**src/rtl/edo_pkg.sv**
```systemverilog
package edo_pkg;

  typedef enum logic [2:0] {
    K_READ = 3'd0,
    K_EWR  = 3'd1,
    K_LWR  = 3'd2,
    K_CBR  = 3'd3,
    K_ROR  = 3'd4
  } cyc_kind_e;

  typedef enum logic [1:0] {
    ST_PWR  = 2'd0,
    ST_WARM = 2'd1,
    ST_RUN  = 2'd2
  } seq_state_e;

  typedef struct packed {
    logic ras_n;
    logic cas_n;
    logic we_n;
    logic oe_n;
  } strobe_t;

  localparam int PH_W    = 3;
  localparam int PH_LAST = 5;

  localparam strobe_t STROBE_IDLE = '{ras_n: 1'b1, cas_n: 1'b1, we_n: 1'b1, oe_n: 1'b1};

  // Strobe levels for a given cycle kind and phase; the last phase is precharge.
  function automatic strobe_t strobe_fn(cyc_kind_e k, logic [PH_W-1:0] ph);
    strobe_t s;
    s = STROBE_IDLE;
    if (ph < PH_W'(PH_LAST)) begin
      case (k)
        K_READ: begin
          s.ras_n = 1'b0;
          s.cas_n = (ph == 3'd0);
          s.oe_n  = (ph < 3'd2);
        end
        K_EWR: begin
          s.ras_n = 1'b0;
          s.we_n  = 1'b0;
          s.cas_n = (ph == 3'd0);
        end
        K_LWR: begin
          s.ras_n = 1'b0;
          s.cas_n = (ph == 3'd0);
          s.oe_n  = (ph != 3'd2);
          s.we_n  = (ph != 3'd4);
        end
        K_CBR: begin
          s.cas_n = (ph == 3'd4);
          s.ras_n = (ph == 3'd0);
        end
        default: s.ras_n = 1'b0;
      endcase
    end
    return s;
  endfunction

  // Model of DRAM data-pin drive during a cycle.
  function automatic logic dq_fn(cyc_kind_e k, logic [PH_W-1:0] ph, logic prev);
    case (k)
      K_READ:  return 1'b1;
      K_LWR:   return (ph < 3'd3);
      K_CBR:   return prev;
      default: return 1'b0;
    endcase
  endfunction

  function automatic logic is_write(cyc_kind_e k);
    return (k == K_EWR) || (k == K_LWR);
  endfunction

endpackage

```
**src/rtl/edo_tick_counter.sv**
```systemverilog
module edo_tick_counter #(
  parameter int LIMIT = 16
) (
  input  logic clk,
  input  logic rst_n,
  input  logic clear,
  input  logic en,
  output logic hit
);
  localparam int CW = $clog2(LIMIT + 1);

  logic [CW-1:0] cnt;

  assign hit = en && (cnt == CW'(LIMIT - 1));

  always_ff @(posedge clk) begin
    if (!rst_n || clear) cnt <= '0;
    else if (hit)        cnt <= '0;
    else if (en)         cnt <= cnt + 1'b1;
  end
endmodule

```
**src/rtl/edo_cycle_engine.sv**
```systemverilog
module edo_cycle_engine
  import edo_pkg::*;
(
  input  logic      clk,
  input  logic      rst_n,
  input  logic      abort,
  input  logic      start,
  input  cyc_kind_e start_kind,
  output logic      busy,
  output logic      cyc_end,
  output strobe_t   strobes,
  output logic      dq_on,
  output logic      drive_en
);
  logic [PH_W-1:0] phase;
  cyc_kind_e       kind;
  logic            last_drv;

  always_ff @(posedge clk) begin
    if (!rst_n) begin
      busy     <= 1'b0;
      phase    <= '0;
      kind     <= K_ROR;
      last_drv <= 1'b0;
    end else begin
      if (busy) last_drv <= dq_on;
      if (abort) begin
        busy  <= 1'b0;
        phase <= '0;
      end else if (start && !busy) begin
        busy  <= 1'b1;
        phase <= '0;
        kind  <= start_kind;
      end else if (busy) begin
        if (cyc_end) busy <= 1'b0;
        else         phase <= phase + 1'b1;
      end
    end
  end

  assign cyc_end  = busy && (phase == PH_W'(PH_LAST));
  assign strobes  = busy ? strobe_fn(kind, phase) : STROBE_IDLE;
  assign dq_on    = busy ? dq_fn(kind, phase, last_drv) : last_drv;
  assign drive_en = busy && is_write(kind) && !dq_on && !cyc_end;
endmodule

```
**src/rtl/edo_init_seq.sv**
```systemverilog
module edo_init_seq
  import edo_pkg::*;
#(
  parameter int PWR_WAIT_CYC   = 10000,
  parameter int WARM_CYC       = 8,
  parameter int IDLE_LIMIT_CYC = 700000
) (
  input  logic       clk,
  input  logic       rst_n,
  input  logic       pwr_ok,
  input  logic       req_valid,
  input  logic [1:0] req_kind,
  output logic       req_stall,
  output logic       ready,
  output logic       ras_n,
  output logic       cas_n,
  output logic       we_n,
  output logic       oe_n,
  output logic       bus_drive_en,
  output logic       dram_dq_on
);
  localparam int WW = $clog2(WARM_CYC + 1);

  seq_state_e    state;
  logic [WW-1:0] warm_cnt;
  logic          busy, cyc_end, accept, warm_start, start;
  logic          pwr_hit, idle_hit, warm_done;
  logic          pwr_wait;
  logic [15:0]   warm_goal;
  cyc_kind_e     start_kind;
  strobe_t       strobes;

  assign pwr_wait   = (state == ST_PWR);
  assign warm_goal  = 16'(WARM_CYC);
  assign accept     = req_valid && (state == ST_RUN) && !busy && pwr_ok;
  assign warm_start = (state == ST_WARM) && !busy && pwr_ok;
  assign start      = accept || warm_start;
  assign start_kind = accept ? cyc_kind_e'({1'b0, req_kind}) : K_ROR;
  assign warm_done  = (state == ST_WARM) && cyc_end && (warm_cnt == WW'(WARM_CYC - 1));

  edo_tick_counter #(.LIMIT(PWR_WAIT_CYC)) u_pwr_cnt (
    .clk   (clk),
    .rst_n (rst_n),
    .clear (!pwr_wait || !pwr_ok),
    .en    (pwr_wait && pwr_ok),
    .hit   (pwr_hit)
  );

  edo_tick_counter #(.LIMIT(IDLE_LIMIT_CYC)) u_idle_cnt (
    .clk   (clk),
    .rst_n (rst_n),
    .clear ((state != ST_RUN) || busy || accept),
    .en    ((state == ST_RUN) && !busy && !accept),
    .hit   (idle_hit)
  );

  edo_cycle_engine u_eng (
    .clk        (clk),
    .rst_n      (rst_n),
    .abort      (!pwr_ok),
    .start      (start),
    .start_kind (start_kind),
    .busy       (busy),
    .cyc_end    (cyc_end),
    .strobes    (strobes),
    .dq_on      (dram_dq_on),
    .drive_en   (bus_drive_en)
  );

  always_ff @(posedge clk) begin
    if (!rst_n) begin
      state    <= ST_PWR;
      warm_cnt <= '0;
    end else if (!pwr_ok) begin
      state    <= ST_PWR;
      warm_cnt <= '0;
    end else begin
      case (state)
        ST_PWR: if (pwr_hit) state <= ST_WARM;
        ST_WARM: begin
          if (warm_done) begin
            state    <= ST_RUN;
            warm_cnt <= '0;
          end else if (cyc_end) begin
            warm_cnt <= warm_cnt + 1'b1;
          end
        end
        ST_RUN: if (idle_hit) begin
          state    <= ST_WARM;
          warm_cnt <= '0;
        end
        default: state <= ST_PWR;
      endcase
    end
  end

  assign ready     = (state == ST_RUN);
  assign req_stall = req_valid && !accept;
  assign ras_n     = strobes.ras_n;
  assign cas_n     = strobes.cas_n;
  assign we_n      = strobes.we_n;
  assign oe_n      = strobes.oe_n;
endmodule

```
**config.mk**
```make
export PLATFORM = sky130hd
export DESIGN_NAME = edo_init_seq
export DESIGN_NICKNAME = d
export VERILOG_FILES = /design/src/rtl/edo_pkg.sv /design/src/rtl/edo_tick_counter.sv /design/src/rtl/edo_cycle_engine.sv /design/src/rtl/edo_init_seq.sv
export SDC_FILE = /design/constraint.sdc
export NUM_CORES = 1
export LEC_CHECK = 0
export ABC_AREA = 1
export BUFFER_PORTS_ARGS = -buffer_cell sky130_fd_sc_hd__buf_2
export CAP_MARGIN = 10
export CORE_ASPECT_RATIO = 1.75
export CORE_MARGIN = 5
export CORE_UTILIZATION = 55
export DETAILED_ROUTE_END_ITERATION = 6
export PLACE_DENSITY = 0.87
export SYNTH_ARGS = -nofsm -noshare
export SYNTH_HDL_FRONTEND = slang
export SYNTH_SLANG_ARGS = --single-unit
```
**constraint.sdc**
```tcl
create_clock -name clk -period 1.7 [get_ports clk]
set_clock_uncertainty 0.2 [all_clocks]
set_input_delay 0.085 -clock clk [delete_from_list [all_inputs] [get_ports clk]]
set_output_delay 0.085 -clock clk [all_outputs]
set_load 0.03 [all_outputs]
```
After elaboration in Yosys (flattened, before gate mapping)
Index checks and enable logic that the tools add are counted.

Reductions and logical operators: 45. Add/sub/neg operators: 4. Equal/unequal tests: 17. Magnitude comparators: 3. Bitwise logic cells: 3. Muxes and demuxes: 20.

Operators with widths (number): adder 20 x 1 -> 20 bit, second input constant (1); equality test 20 bit, second input constant (1); 2-to-1 mux 4 bit (5); logical AND 1 bit (18); adder 14 x 1 -> 14 bit, second input constant (1); equality test 14 bit, second input constant (1); one-hot mux 4 bit (2 select lines) (1); logical NOT 1 bit (7); logical OR 1 bit (7); equality test 3 x 2 -> 1 bit, second input constant (2); equality test 3 bit, second input constant (2); logical NOT 3 bit (2); less-than comparator 3 x 2 -> 1 bit, second input constant (2); 2-to-1 mux 2 bit (3); inequality test 2 bit, second input constant (3); inequality test 3 bit, second input constant (2); one-hot mux 1 bit (2 select lines) (3); one-hot mux 2 bit (3 select lines) (1); AND reduction 2 bit (3); AND reduction 3 bit (2); OR reduction 3 bit (2); 2-to-1 mux 1 bit (5); adder 4 x 1 -> 4 bit, second input constant (1); equality test 4 x 3 -> 1 bit, second input constant (1); 13 further kinds (16).

Output and inout port bits: 8. Logic and storage cells: 100. Register bits: 48. Input bits: 6.

Depth between registers and ports, before layout
Depth after elaboration: 9. Depth in mapped cells: 11. Gate-level depth less buffers: 11.

By module
A second synthesis with hierarchy kept.

Cells, all modules: 443. Area total of the unflattened synthesis: 2991.6 um^2.

By module, submodules not included: edo_tick_counter (u_idle_cnt) (instances 1, area an instance 1173.6 um^2, cells each 186, sequential area each 400.4 um^2); edo_tick_counter (u_pwr_cnt) (instances 1, area an instance 853.3 um^2, cells each 113, sequential area each 280.3 um^2); edo_cycle_engine (instances 1, area an instance 539.3 um^2, cells each 75, sequential area each 160.2 um^2); edo_init_seq (instances 1, area an instance 425.4 um^2, cells each 69, sequential area each 120.1 um^2).

Worst setup path before layout
No wires, ideal clock.

Kind: register to output. From: register u_eng.phase[2]. To: output bus_drive_en. Data required time: 1415 ps. Setup slack: -60 ps. Buffers on the path: 0. Stages on the path, launching flop included: 7. Arrival: 1475 ps. Cell sequence: dfxtp_1 inv_1 nand2_1 nor2_1 o21ai_0 nand2_1 nor2_1.

Longest elaborated chain between the ends: 6. Elaborated cells between the ends (all ways): 9. Those cells by class: order compare: 1; eq/ne: 1; mux: 2; reduce/logical: 5.

Ends and longest elaborated chain: start, declared (RTL line edo_cycle_engine.sv:15) `logic [PH_W-1:0] phase;`; start signal, assigned (RTL line edo_cycle_engine.sv:36) `else phase <= phase + 1'b1;`; less-than comparator 3 x 2 -> 1 bit (RTL line edo_pkg.sv:65) `K_LWR: return (ph < 3'd3);`; one-hot mux 1 bit (3 select lines) (RTL line edo_pkg.sv:63) `case (k)`; 2-to-1 mux 1 bit (RTL line edo_cycle_engine.sv:43) `assign dq_on = busy ? dq_fn(kind, phase, last_drv) : last_drv;`; named net dram_dq_on (RTL line edo_init_seq.sv:20) `output logic dram_dq_on`; logical NOT 1 bit (RTL line edo_cycle_engine.sv:44) `assign drive_en = busy && is_write(kind) && !dq_on && !cyc_end;`; logical AND 1 bit (2 in a row) (RTL line edo_cycle_engine.sv:44); end, declared (RTL line edo_init_seq.sv:19) `output logic bus_drive_en,`.

The timed path passes the listed nets, and every way through them passes these cells.

Worst setup path in the final report
From: register u_eng.phase[0]. To: output cas_n.

Longest elaborated chain between the ends: 4. Elaborated cells between the ends (all ways): 6. Those cells by class: order compare: 1; eq/ne: 1; mux: 3; reduce/logical: 1.

Ends and longest elaborated chain: equality test 3 bit / logical NOT 3 bit (equally long branches); one-hot mux 1 bit (2 select lines) (RTL line edo_pkg.sv:34) `case (k)`; 2-to-1 mux 4 bit (*) (RTL line edo_pkg.sv:33) `if (ph < PH_W'(PH_LAST)) begin`; 2-to-1 mux 4 bit (*) (RTL line edo_cycle_engine.sv:42) `assign strobes = busy ? strobe_fn(kind, phase) : STROBE_IDLE;`; end, declared (RTL line edo_init_seq.sv:16) `output logic cas_n,`.

Mark *: on every way between the ends. The rest lies on a longest branch, timed or not.

==> reports/results.txt <==
Die Ht: 102 microns
GR Util All Layers: 0.207
Most common cell in the netlist: nand2_1
Synth Flop Type: dfxtp_1
Clk Latency, worst-skew pair: 320 ps
Largest net degree at the start of global routing: 17
Number of diodes: 0
Required time worst endpoint: 1410 ps
Commonest cells in the netlist: nand2_1 (82), nor2_1 (61), inv_1 (59), dfxtp_1 (48)
Clock root buffer: clkbuf_8
Initial core utilization: 0.566
Pre-antenna DRT Iters: 6
Clk slew on worst S/H paths: 90 ps
Yosys cell types: 33
Sequential element share of the synthesized area: 0.361
Setup crit start kind: flop
Worst setup margin: -115 ps
Unrepaired setup endpoints after global routing: true
Relative slew slack: 0.729
GPL Wtd Cong: 0.901
Number of I/O port buffers: 13
Share of post-route cells with drive strength above 1: 0.371
Final hold vios: 0
Clk buf depth: 2
DRT Wirelength: 9.07 mm
VDD IR-drop max: 0.537 mV
Worst Setup End Kind: output port
Initial antenna violation count: 0
Full die area: 6390 sq um
Failing checks: setup timing
H-tree Lvls: 2
Synth top area cells: dfxtp_1 (36%), nand2_1 (12%), nor2_1 (8.6%)
Synth Instances: 385
Worst-path maximum fanout: 4
Area fraction of the dominant cell type after synthesis: 0.361
Yosys warns: 0
Place WS: -71.9 ps
Post-Syn Area: 2660 sq um
Final setup fails: 13
Routed Antenna Nets: 0
Vias in the first global route: 2621
Post-Route Utilization: 0.768
Minimum clock period: 1820 ps
DR vias/cell: 6.01
Least-Margin Pin Slew: 406 ps
FFs w/ async S/R, synth: 0
Outcome: finished, violations left
Final worst-path cycle share: 1.07
Clock sinks: 48
Layout area overhead: 35.8%
Worst setup path class: flop to output port
Synthesized flop and latch total: 48
Global-route wire length before repair: 10.8 mm
Placed instance count: 459
Vias: 2989
Post-Layout Cell Count: 497
Starting DRC count in detailed routing: 304
Site row count: 33
CTS tree: built
Inserted Clock Buffers: 5
Io pins: 14
WP data arrival: 1530 ps
DRC Markers: 0
GR Overflow Total: 0
DR WL/cell: 18.2 microns
Syn_area_per_cell: 6.92 sq um
Fmax: 551 MHz
Leakage power total: 1.46 nW
Core Area: 4710 sq um
Max-Cap Viols: 0
Fin nets: 457
Synthesized Nets: 398
Pins over their slew limit: 0
Die Wd: 62.6 microns
Worst hold path type: input port to flop
Post-synth EDFFs: 0
Detail Placement HPWL: 4.38 mm
Largest area contributor in the netlist: dfxtp_1
PD cells: 567 nW/um^2
sequential cells by signal (all words and copies together), names as in the netlist:
name,count
state,2
u_eng.busy,1
u_eng.kind,3
u_eng.last_drv,1
u_eng.phase,3
u_idle_cnt.cnt,20
u_pwr_cnt.cnt,14
warm_cnt,4
power by group:
part	internal, mW	total [mW]	leakage (nW)	switching, mW
Sequential	1.11	1.11	0.399	0.00205
Clock	0.444	0.870	0.0548	0.426
Combinational	0.0254	0.0647	1.00	0.0393
cells in the final DEF (no fill, tap or decap), drive strengths merged, types with 2 or more instances in the layout:
cell	count
nand4	13
a31oi	2
xor2	7
nor2	71
nand2	87
a21oi	22
inv	61
nor3b	6
nor3	13
o21ai	11
xnor2	4
buf	48
clkbuf	5
nand3	26
ha	7
dlygate4sd3	4
dfxtp	48
per-stage QoR:
stage	hold WS (ps)	setup TNS, ps	cell area [sq um]	power (mW)
after CTS	54.7	-42.9	3160	2.03
after detailed placement	103	-133	2870	1.20
after global placement	96.3	0	2870	1.19
after global routing	111	-2540	3620	2.11
final	81.6	-540	3620	2.05
after floorplan	-30.9	0	2670	1.18
what timing repair did:
| action | 4_1_cts | 5_1_grt |
|---|---|---|
| endpoints found under the setup margin | 12 | 40 |
| pin swaps | 10 | 38 |
| setup buffers | 5 | 20 |
| hold buffers | 5 | 0 |
| gates resized for setup | 36 | 98 |
| hold endpoints to repair | 10 | 0 |
worst paths after layout:
path                          from           endpoint  slack (ps)  cells after the start
setup / recovery    u_eng.phase[0]              cas_n        -120                      6
hold / removal              pwr_ok  u_idle_cnt.cnt[1]          80                      5
setup reg to reg  u_pwr_cnt.cnt[1]  u_pwr_cnt.cnt[12]         -70                      6
hold reg to reg   u_pwr_cnt.cnt[0]   u_pwr_cnt.cnt[0]         260                      1
routing by layer:
| layer | vias up | part of all wire | routed length [microns] | GRT usage |
|---|---|---|---|---|
| met5 | - | 0 | 0 | 0 |
| met4 | 0 | 0.082 | 745 | 0.116 |
| met3 | 77 | 0.054 | 486 | 0.0396 |
| met2 | 176 | 0.52 | 4760 | 0.412 |
| met1 | 1392 | 0.34 | 3080 | 0.190 |
| li1 | 1344 | - | - | - |
critical path, stage by stage, from the launching register on:
cell and delay (ps):
dfxtp_4 410, inv_6 50, ha_4 160, nand3_2 70
nand2_2 50, a211o_1 310, buf_6 150
cell type report:
cell class	instances	area, sq um
Clock buffer	5	68.8
Clock inverter	3	46.3
Fill cell	260	1090
Inverter	60	235
Multi-Input combinational cell	276	1770
Sequential cell	48	1010
Tap cell	52	65.1
Timing Repair Buffer	53	428
cell families (layout without fill, tap and decap cells):
group	count (synthesis)	in the layout	synth area share
AOI/OAI and AO/OA	38	38	0.0756
buffers and inverters	61	121	0.0888
adders and majority gates	7	7	0.0329
xor gates and xnor gates	11	11	0.0362
DFF	48	48	0.361
and+or+nand+nor	220	220	0.406
(Power assumes the default switching activity.)
